`src/rtl/lpm_pkg.sv`:
```
package lpm_pkg;

    // Capture-side state: no crossing seen yet, or a period window is open.
    typedef enum logic {
        LPM_WAIT_FIRST = 1'b0,
        LPM_MEASURING  = 1'b1
    } lpm_phase_e;

    localparam int LPM_DEFAULT_CNT_W = 16;

endpackage

```
`src/rtl/lpm_tick_counter.sv`:
```
module lpm_tick_counter #(
    parameter int CNT_W = lpm_pkg::LPM_DEFAULT_CNT_W
) (
    input  logic             clk,
    input  logic             rst_n,
    input  logic             tick_en,
    input  logic             restart,
    output logic [CNT_W-1:0] count_o,
    output logic [CNT_W-1:0] closing_o
);

    localparam logic [CNT_W-1:0] CNT_MAX = {CNT_W{1'b1}};

    typedef struct packed {
        logic [CNT_W-1:0] count;
    } cnt_state_t;

    cnt_state_t st_d, st_q;
    logic [CNT_W-1:0] with_tick;
    logic             at_max;

    always_comb begin
        at_max    = (st_q.count == CNT_MAX);
        // A tick in this cycle is added to the period that is currently open.
        with_tick = (tick_en && !at_max) ? st_q.count + 1'b1 : st_q.count;
        st_d      = st_q;
        if (restart) begin
            st_d.count = '0;
        end else begin
            st_d.count = with_tick;
        end
    end

    always_ff @(posedge clk or negedge rst_n) begin
        if (!rst_n) begin
            st_q <= '0;
        end else begin
            st_q <= st_d;
        end
    end

    assign count_o   = st_q.count;
    assign closing_o = with_tick;

endmodule

```
`src/rtl/lpm_capture.sv`:
```
module lpm_capture #(
    parameter int CNT_W = lpm_pkg::LPM_DEFAULT_CNT_W
) (
    input  logic             clk,
    input  logic             rst_n,
    input  logic             zc_strobe,
    input  logic [CNT_W-1:0] closing_i,
    output logic [CNT_W-1:0] period_o,
    output logic             armed_o
);

    import lpm_pkg::*;

    typedef struct packed {
        lpm_phase_e       phase;
        logic [CNT_W-1:0] period;
    } cap_state_t;

    cap_state_t st_d, st_q;

    always_comb begin
        st_d = st_q;
        if (zc_strobe) begin
            // The first crossing only opens a window; later ones close it.
            if (st_q.phase == LPM_MEASURING) begin
                st_d.period = closing_i;
            end
            st_d.phase = LPM_MEASURING;
        end
    end

    always_ff @(posedge clk or negedge rst_n) begin
        if (!rst_n) begin
            st_q.phase  <= LPM_WAIT_FIRST;
            st_q.period <= '0;
        end else begin
            st_q <= st_d;
        end
    end

    assign period_o = st_q.period;
    assign armed_o  = (st_q.phase == LPM_MEASURING);

endmodule

```
`src/rtl/line_period_meter.sv`:
```
module line_period_meter #(
    parameter int CNT_W = lpm_pkg::LPM_DEFAULT_CNT_W
) (
    input  logic             clk,
    input  logic             rst_n,
    input  logic             tick_en,
    input  logic             zc_strobe,
    output logic [CNT_W-1:0] period_o
);

    logic [CNT_W-1:0] count_w;
    logic [CNT_W-1:0] closing_w;
    logic             armed_w;

    lpm_tick_counter #(.CNT_W(CNT_W)) u_counter (
        .clk       (clk),
        .rst_n     (rst_n),
        .tick_en   (tick_en),
        .restart   (zc_strobe),
        .count_o   (count_w),
        .closing_o (closing_w)
    );

    lpm_capture #(.CNT_W(CNT_W)) u_capture (
        .clk       (clk),
        .rst_n     (rst_n),
        .zc_strobe (zc_strobe),
        .closing_i (closing_w),
        .period_o  (period_o),
        .armed_o   (armed_w)
    );

endmodule

```
`config.mk`:
```
export PLATFORM = sky130hd
export DESIGN_NAME = line_period_meter
export DESIGN_NICKNAME = d
export VERILOG_FILES = /design/src/rtl/lpm_pkg.sv /design/src/rtl/lpm_tick_counter.sv /design/src/rtl/lpm_capture.sv /design/src/rtl/line_period_meter.sv
export SDC_FILE = /design/constraint.sdc
export NUM_CORES = 1
export LEC_CHECK = 0
export CORE_MARGIN = 2
export CORE_UTILIZATION = 41
export CTS_BUF_LIST = sky130_fd_sc_hd__clkbuf_8 sky130_fd_sc_hd__clkbuf_16
export DETAILED_ROUTE_END_ITERATION = 12
export SLEW_MARGIN = 25
export SYNTH_ARGS = -nofsm -noshare
export SYNTH_HDL_FRONTEND = slang
export SYNTH_SLANG_ARGS = --single-unit
```
`constraint.sdc`:
```
create_clock -name clk -period 2.9 [get_ports clk]
set_input_delay 0.87 -clock clk [delete_from_list [all_inputs] [get_ports clk]]
set_output_delay 0.87 -clock clk [all_outputs]
set_load 0.02 [all_outputs]
```
==> results of run 1 <==
registers in the layout, summed over array words and instances (netlist names):
name,flops
u_capture.armed_o,1
u_counter.count_o,16
u_capture.period_o,16
power by group:
part           leakage [nW]  switching (mW)  total, mW  internal [mW]
sequential            0.448         0.00637      0.476          0.470
combinational         0.297          0.0392     0.0636         0.0243
clock                0.0485           0.157      0.342          0.185
synthesized netlist by cell type, drive strengths merged:
cell type / n / area share
o41ai: 1 / 0.010
a2111oi: 2 / 0.015
nor3: 8 / 0.025
or3: 2 / 0.011
a311oi: 1 / 0.0055
inv: 2 / 0.0047
nand2: 18 / 0.042
and2: 1 / 0.0039
nor4b: 1 / 0.0055
clkbuf: 5 / 0.013
o31ai: 7 / 0.036
a21oi: 5 / 0.016
nand3: 5 / 0.019
and3: 1 / 0.0039
nand4b: 1 / 0.0055
or2: 1 / 0.0039
nor4: 5 / 0.033
nand4: 7 / 0.050
mux2i: 3 / 0.019
ha: 1 / 0.0079
nor2: 16 / 0.038
xor2: 1 / 0.0055
and3b: 1 / 0.0055
a31oi: 5 / 0.020
o311ai: 1 / 0.0055
and4: 5 / 0.028
o21ai: 9 / 0.028
xnor2: 1 / 0.0055
a21o: 2 / 0.010
dfrtp: 33 / 0.52
buf: 2 / 0.0055
area by class of cell:
class / count / area [sq um]
clock buffers: 6 / 82.58
clock inverters: 1 / 3.754
fillers: 368 / 1773
inverters: 2 / 7.507
multi-input cells: 111 / 730.7
flip-flops and latches: 33 / 825.8
well taps: 48 / 60.06
repair buffers: 21 / 205.2
worst min-delay path by stage:
stage / from / end / cells past startpoint
floorplan: u_capture.armed_o / u_capture.armed_o / 1
global placement: u_capture.period_o[5] / u_capture.period_o[5] / 2
detailed placement: u_capture.period_o[7] / u_capture.period_o[7] / 2
CTS: u_capture.period_o[7] / u_capture.period_o[7] / 2
finish: u_capture.period_o[7] / u_capture.period_o[7] / 2
global route: u_capture.period_o[15] / u_capture.period_o[15] / 2
per-layer routing:
layer / wire length [um] / share of wire / up-vias / GRT usage
met4: 43 / 0.013 / 0 / 0.05357
li1: - / - / 611 / -
met3: 122 / 0.037 / 7 / 0.05281
met1: 1602 / 0.48 / 613 / 0.2334
met5: 0 / 0 / - / 0
met2: 1552 / 0.47 / 18 / 0.2975
metrics by stage:
stage	instances	worst slack [ps]
finish	222	476.4
floorplan	153	1085
detailed placement	215	201.5
CTS	222	496.5
global route	222	313.0
global placement	215	189.1
kinds of logic after synthesis:
family | share of synthesized area
flip-flops | 0.5185
AO/OA/AOI/OAI | 0.1461
XOR/XNOR | 0.01100
multiplexers | 0.01885
adder cells (fa/ha/maj) | 0.007854
buffers and inverters | 0.02277
AND/OR/NAND/NOR | 0.2749
tightest hold or removal path, stage by stage (launching register included):
cell     delay [ps]
dfrtp_1         350
nand2_1          50
o31ai_1          50
==> results.json, run 1 <==
{
  "drt_wl_total_mm": 3.320,
  "grt_max_degree": 34,
  "die-width_um": 66.33,
  "vias": 1249,
  "ir_drop_mv": 0.3300,
  "cp_slowest_stage_delay_ps": 670,
  "ctsLongestPathBuffers": 2,
  "cp.arrival_ps": 2560,
  "r2r_slack_ps": 990,
  "hold_class": "flop to flop",
  "cts.repair.resized": 0,
  "r2r_end": "u_capture.period_o[8]",
  "gp_congestion": 0.8323,
  "die_h_um": 66.33,
  "floorplan.core_area_sq_um": 3689,
  "hold-worst-slack_ps": 478.4,
  "hold_viol": 0,
  "tns_ps": 0,
  "cp-startpoint": "tick_en",
  "final_cell_area_sq_um": 1916,
  "start_kind": "primary input",
  "fin_nets": 179,
  "clkLatencyLatePin_ps": 280,
  "path_cells": "clkdlybuf4s50_1, nand4_1, a2111oi_0, o31ai_1",
  "track_usage": 0.1821,
  "clk_pin_slew_ps": 70,
  "max_freq_ghz": 0.4126,
  "status": "finished clean",
  "rsz0062_at_grt": "no",
  "endpoint": "u_capture.period_o[8]",
  "yosysUniqueCellTypes": 44,
  "p_leak_nw": 0.7929,
  "drtIter0Drc": 95,
  "worst_pin_slew_ps": 810.8,
  "htreeDepth": 2,
  "synthesis.area_sq_um": 1593,
  "cp.required_ps": 3040,
  "cap_violations": 0,
  "syn2layout_area_growth_pct": 20.27,
  "cts.sinks": 33,
  "path_depth": 4,
  "first_pass_iters": 4,
  "dpl_cell_area_sq_um": 1829,
  "overflow": 0,
  "cts_root_buffer": "clkbuf_8",
  "rr_startpoint": "u_counter.count_o[0]",
  "post-route-min-period_ps": 2424,
  "ys_seq_area_frac": 0.5185,
  "drive_gt1_frac": 0.1207,
  "cp-end-kind": "flop",
  "numCtsBuffers": 5,
  "cts.hold.buffers_added": 0,
  "report.final.slew_viol_count": 0,
  "wl_per_cell_um": 14.95,
  "syn-num-nets": 158,
  "crit_type": "primary input to flop",
  "cts_tree": "yes",
  "dieArea_sq_um": 4400,
  "maxSlewHeadroom": 0.4582,
  "layout_common_cells": "dfrtp_1, clkdlybuf4s50_1, nand2_1",
  "dp.final_hpwl_mm": 2.389,
  "vias_per_cell": 5.626,
  "crit_slowest_cell": "a2111oi_0",
  "diodes": 0,
  "postCtsSetupRepairBufs": 0,
  "io_pins": 20,
  "drc_errors": 0,
  "rows": 22,
  "crit_buf_inv": 1,
  "synthCells": 153,
  "layout_commonest_cell": "dfrtp_1",
  "antenna_found_initial": 0,
  "total_power_mw": 0.8818,
  "yosys_warnings": 0,
  "grt_pass1_wl_mm": 6.016,
  "io_buffers": 19,
  "synth_area_per_cell_sq_um": 10.41,
  "cp_max_fo": 6,
  "antenna_left": 0,
  "cellPowerDensity_nw_per_um2": 460.3,
  "final_util": 0.5193,
  "initial_utilization": 0.4318,
  "finalSetupViolCount": 0,
  "cp_top_family": "compound AO/OA/AOI/OAI gates",
  "grt_pass1_vias": 1251,
  "post-route-period-util": 0.8357,
  "r2r_cells": 4,
  "finClkSkew_ps": 6.083,
  "ys_ff_latch": 33
}
No activity file was read; power rests on OpenSTA's default activity.
==> run 2: changes to the inputs <==
==> constraint.sdc (replaced) <==
create_clock -name clk -period 2.5 [get_ports clk]
set_input_delay 0.75 -clock clk [delete_from_list [all_inputs] [get_ports clk]]
set_output_delay 0.75 -clock clk [all_outputs]
set_load 0.02 [all_outputs]
==> run 2 against run 1 <==
Final cell count rose by 1.4%. Largest cell class unchanged. Highest routed layer unchanged. Non-clock buffer count rose by 3. Register-to-register slack got worse by 350 ps.
==> results.json, run 2 (synthesized netlist as in run 1, its figures left out) <==
{
  "cp_top_family": "simple AND/OR/NAND/NOR gates",
  "drtIter0Drc": 81,
  "crit_slowest_cell": "clkdlybuf4s50_1",
  "cp-end-kind": "flop",
  "wl_met1_mm": 1.646,
  "status": "finished clean",
  "dp.final_hpwl_mm": 2.471,
  "numCtsBuffers": 5,
  "rows": 22,
  "htreeDepth": 2,
  "first_pass_iters": 4,
  "crit_buf_inv": 1,
  "path_cells": "clkdlybuf4s50_1, nand4_1, nor4_2, mux2i_1, o21ai_0",
  "ir_drop_mv": 0.3804,
  "report.final.slew_viol_count": 0,
  "cts_tree": "yes",
  "n_fill_cell": 363,
  "cts.hold.buffers_added": 0,
  "grt_max_degree": 34,
  "met2_wirelength_mm": 1.592,
  "gp_congestion": 0.8628,
  "syn2layout_area_growth_pct": 21.68,
  "routed-wl-met3_um": 113,
  "max_freq_ghz": 0.4554,
  "postCtsSetupRepairBufs": 0,
  "post-route-period-util": 0.8783,
  "initial_utilization": 0.4318,
  "multi_input_area_sq_um": 730.7,
  "start_kind": "primary input",
  "cellPowerDensity_nw_per_um2": 527.8,
  "tns_ps": 0,
  "p_leak_nw": 0.8079,
  "ctsLongestPathBuffers": 2,
  "instances_no_fill": 225,
  "layout_common_cells": "dfrtp_1, clkdlybuf4s50_1, nand2_1",
  "hold-worst-slack_ps": 480.5,
  "dpl.cell_count": 218,
  "track_usage": 0.1867,
  "drt_wl_total_mm": 3.410,
  "post-route-min-period_ps": 2196,
  "vias": 1257,
  "finalSetupViolCount": 0,
  "clkLatencyLatePin_ps": 280,
  "cp.required_ps": 2660,
  "crit_type": "primary input to flop",
  "io_buffers": 19,
  "finClkSkew_ps": 3.753,
  "io_pins": 20,
  "die-width_um": 66.33,
  "overflow": 0,
  "cp.arrival_ps": 2360,
  "final_cell_area_sq_um": 1938,
  "floorplan.core_area_sq_um": 3689,
  "cts.repair.resized": 0,
  "drive_gt1_frac": 0.1356,
  "grt_pass1_wl_mm": 6.051,
  "hold_viol": 0,
  "fin_nets": 182,
  "rsz0062_at_grt": "no",
  "hold_class": "flop to flop",
  "worst_pin_slew_ps": 404.9,
  "clk_pin_slew_ps": 60,
  "antenna_left": 0,
  "maxSlewHeadroom": 0.7231,
  "cts.sinks": 33,
  "cap_violations": 0,
  "cp_max_fo": 7,
  "antenna_found_initial": 0,
  "vias_per_cell": 5.587,
  "top_layer": "met4",
  "wl_per_cell_um": 15.16,
  "diodes": 0,
  "cp_slowest_stage_delay_ps": 500,
  "cts_root_buffer": "clkbuf_8",
  "drc_errors": 0,
  "layout_commonest_cell": "dfrtp_1",
  "regArea_sq_um": 825.8,
  "grt_pass1_vias": 1244,
  "dpl_cell_area_sq_um": 1852,
  "die_h_um": 66.33,
  "dieArea_sq_um": 4400
}
run 2: layout make-up:
| class | instances | area share |
|---|---|---|
| Clock buffer | 6 | 0.04261 |
| Clock inverter | 1 | 0.001937 |
| Inverter | 2 | 0.003873 |
| Timing Repair Buffer | 24 | 0.1175 |
| Tap cell | 48 | 0.03099 |
| Sequential cell | 33 | 0.4261 |
| Multi-Input combinational cell | 111 | 0.3770 |
run 2: worst paths after layout:
kind,from,to,slack [ps],cells after the start
worst max-delay path,tick_en,u_capture.period_o[11],300,5
worst max register to register,u_counter.count_o[0],u_capture.period_o[1],640,5
worst min-delay path,u_capture.period_o[11],u_capture.period_o[11],480,2
max in group asynchronous,rst_n,u_counter.count_o[6],1320,2
worst min register to register,u_capture.period_o[11],u_capture.period_o[11],480,2
min in group asynchronous,rst_n,u_counter.count_o[8],880,2
run 2: per-layer routing:
layer	global-route usage	up-vias
met3	0.05281	5
met2	0.2863	19
li1	-	618
met1	0.2432	615
met5	0	-
met4	0.08673	0
run 2: worst min-delay path: stages, from the launching register on:
cell,delay (ps)
dfrtp_1,340
nand2_1,50
o21ai_0,60
run 2: where the power goes:
part           switching [mW]  internal, mW  total (mW)
registers             0.00780         0.545       0.553
logic                  0.0474        0.0303      0.0776
clock network           0.178         0.214       0.392
total                   0.234         0.789        1.02
run 2: metrics by stage:
| step | utilization | power (mW) | setup WS, ps |
|---|---|---|---|
| 2_1_floorplan | - | 0.5974 | 804.6 |
| 3_3_place_gp | 0.5020 | 0.6393 | 29.89 |
| 3_5_place_dp | 0.5020 | 0.6419 | -25.64 |
| 4_1_cts | 0.5254 | 1.034 | 275.1 |
| 5_1_grt | 0.5254 | 1.077 | 116.5 |
| 6_report | 0.5254 | 1.023 | 304.2 |
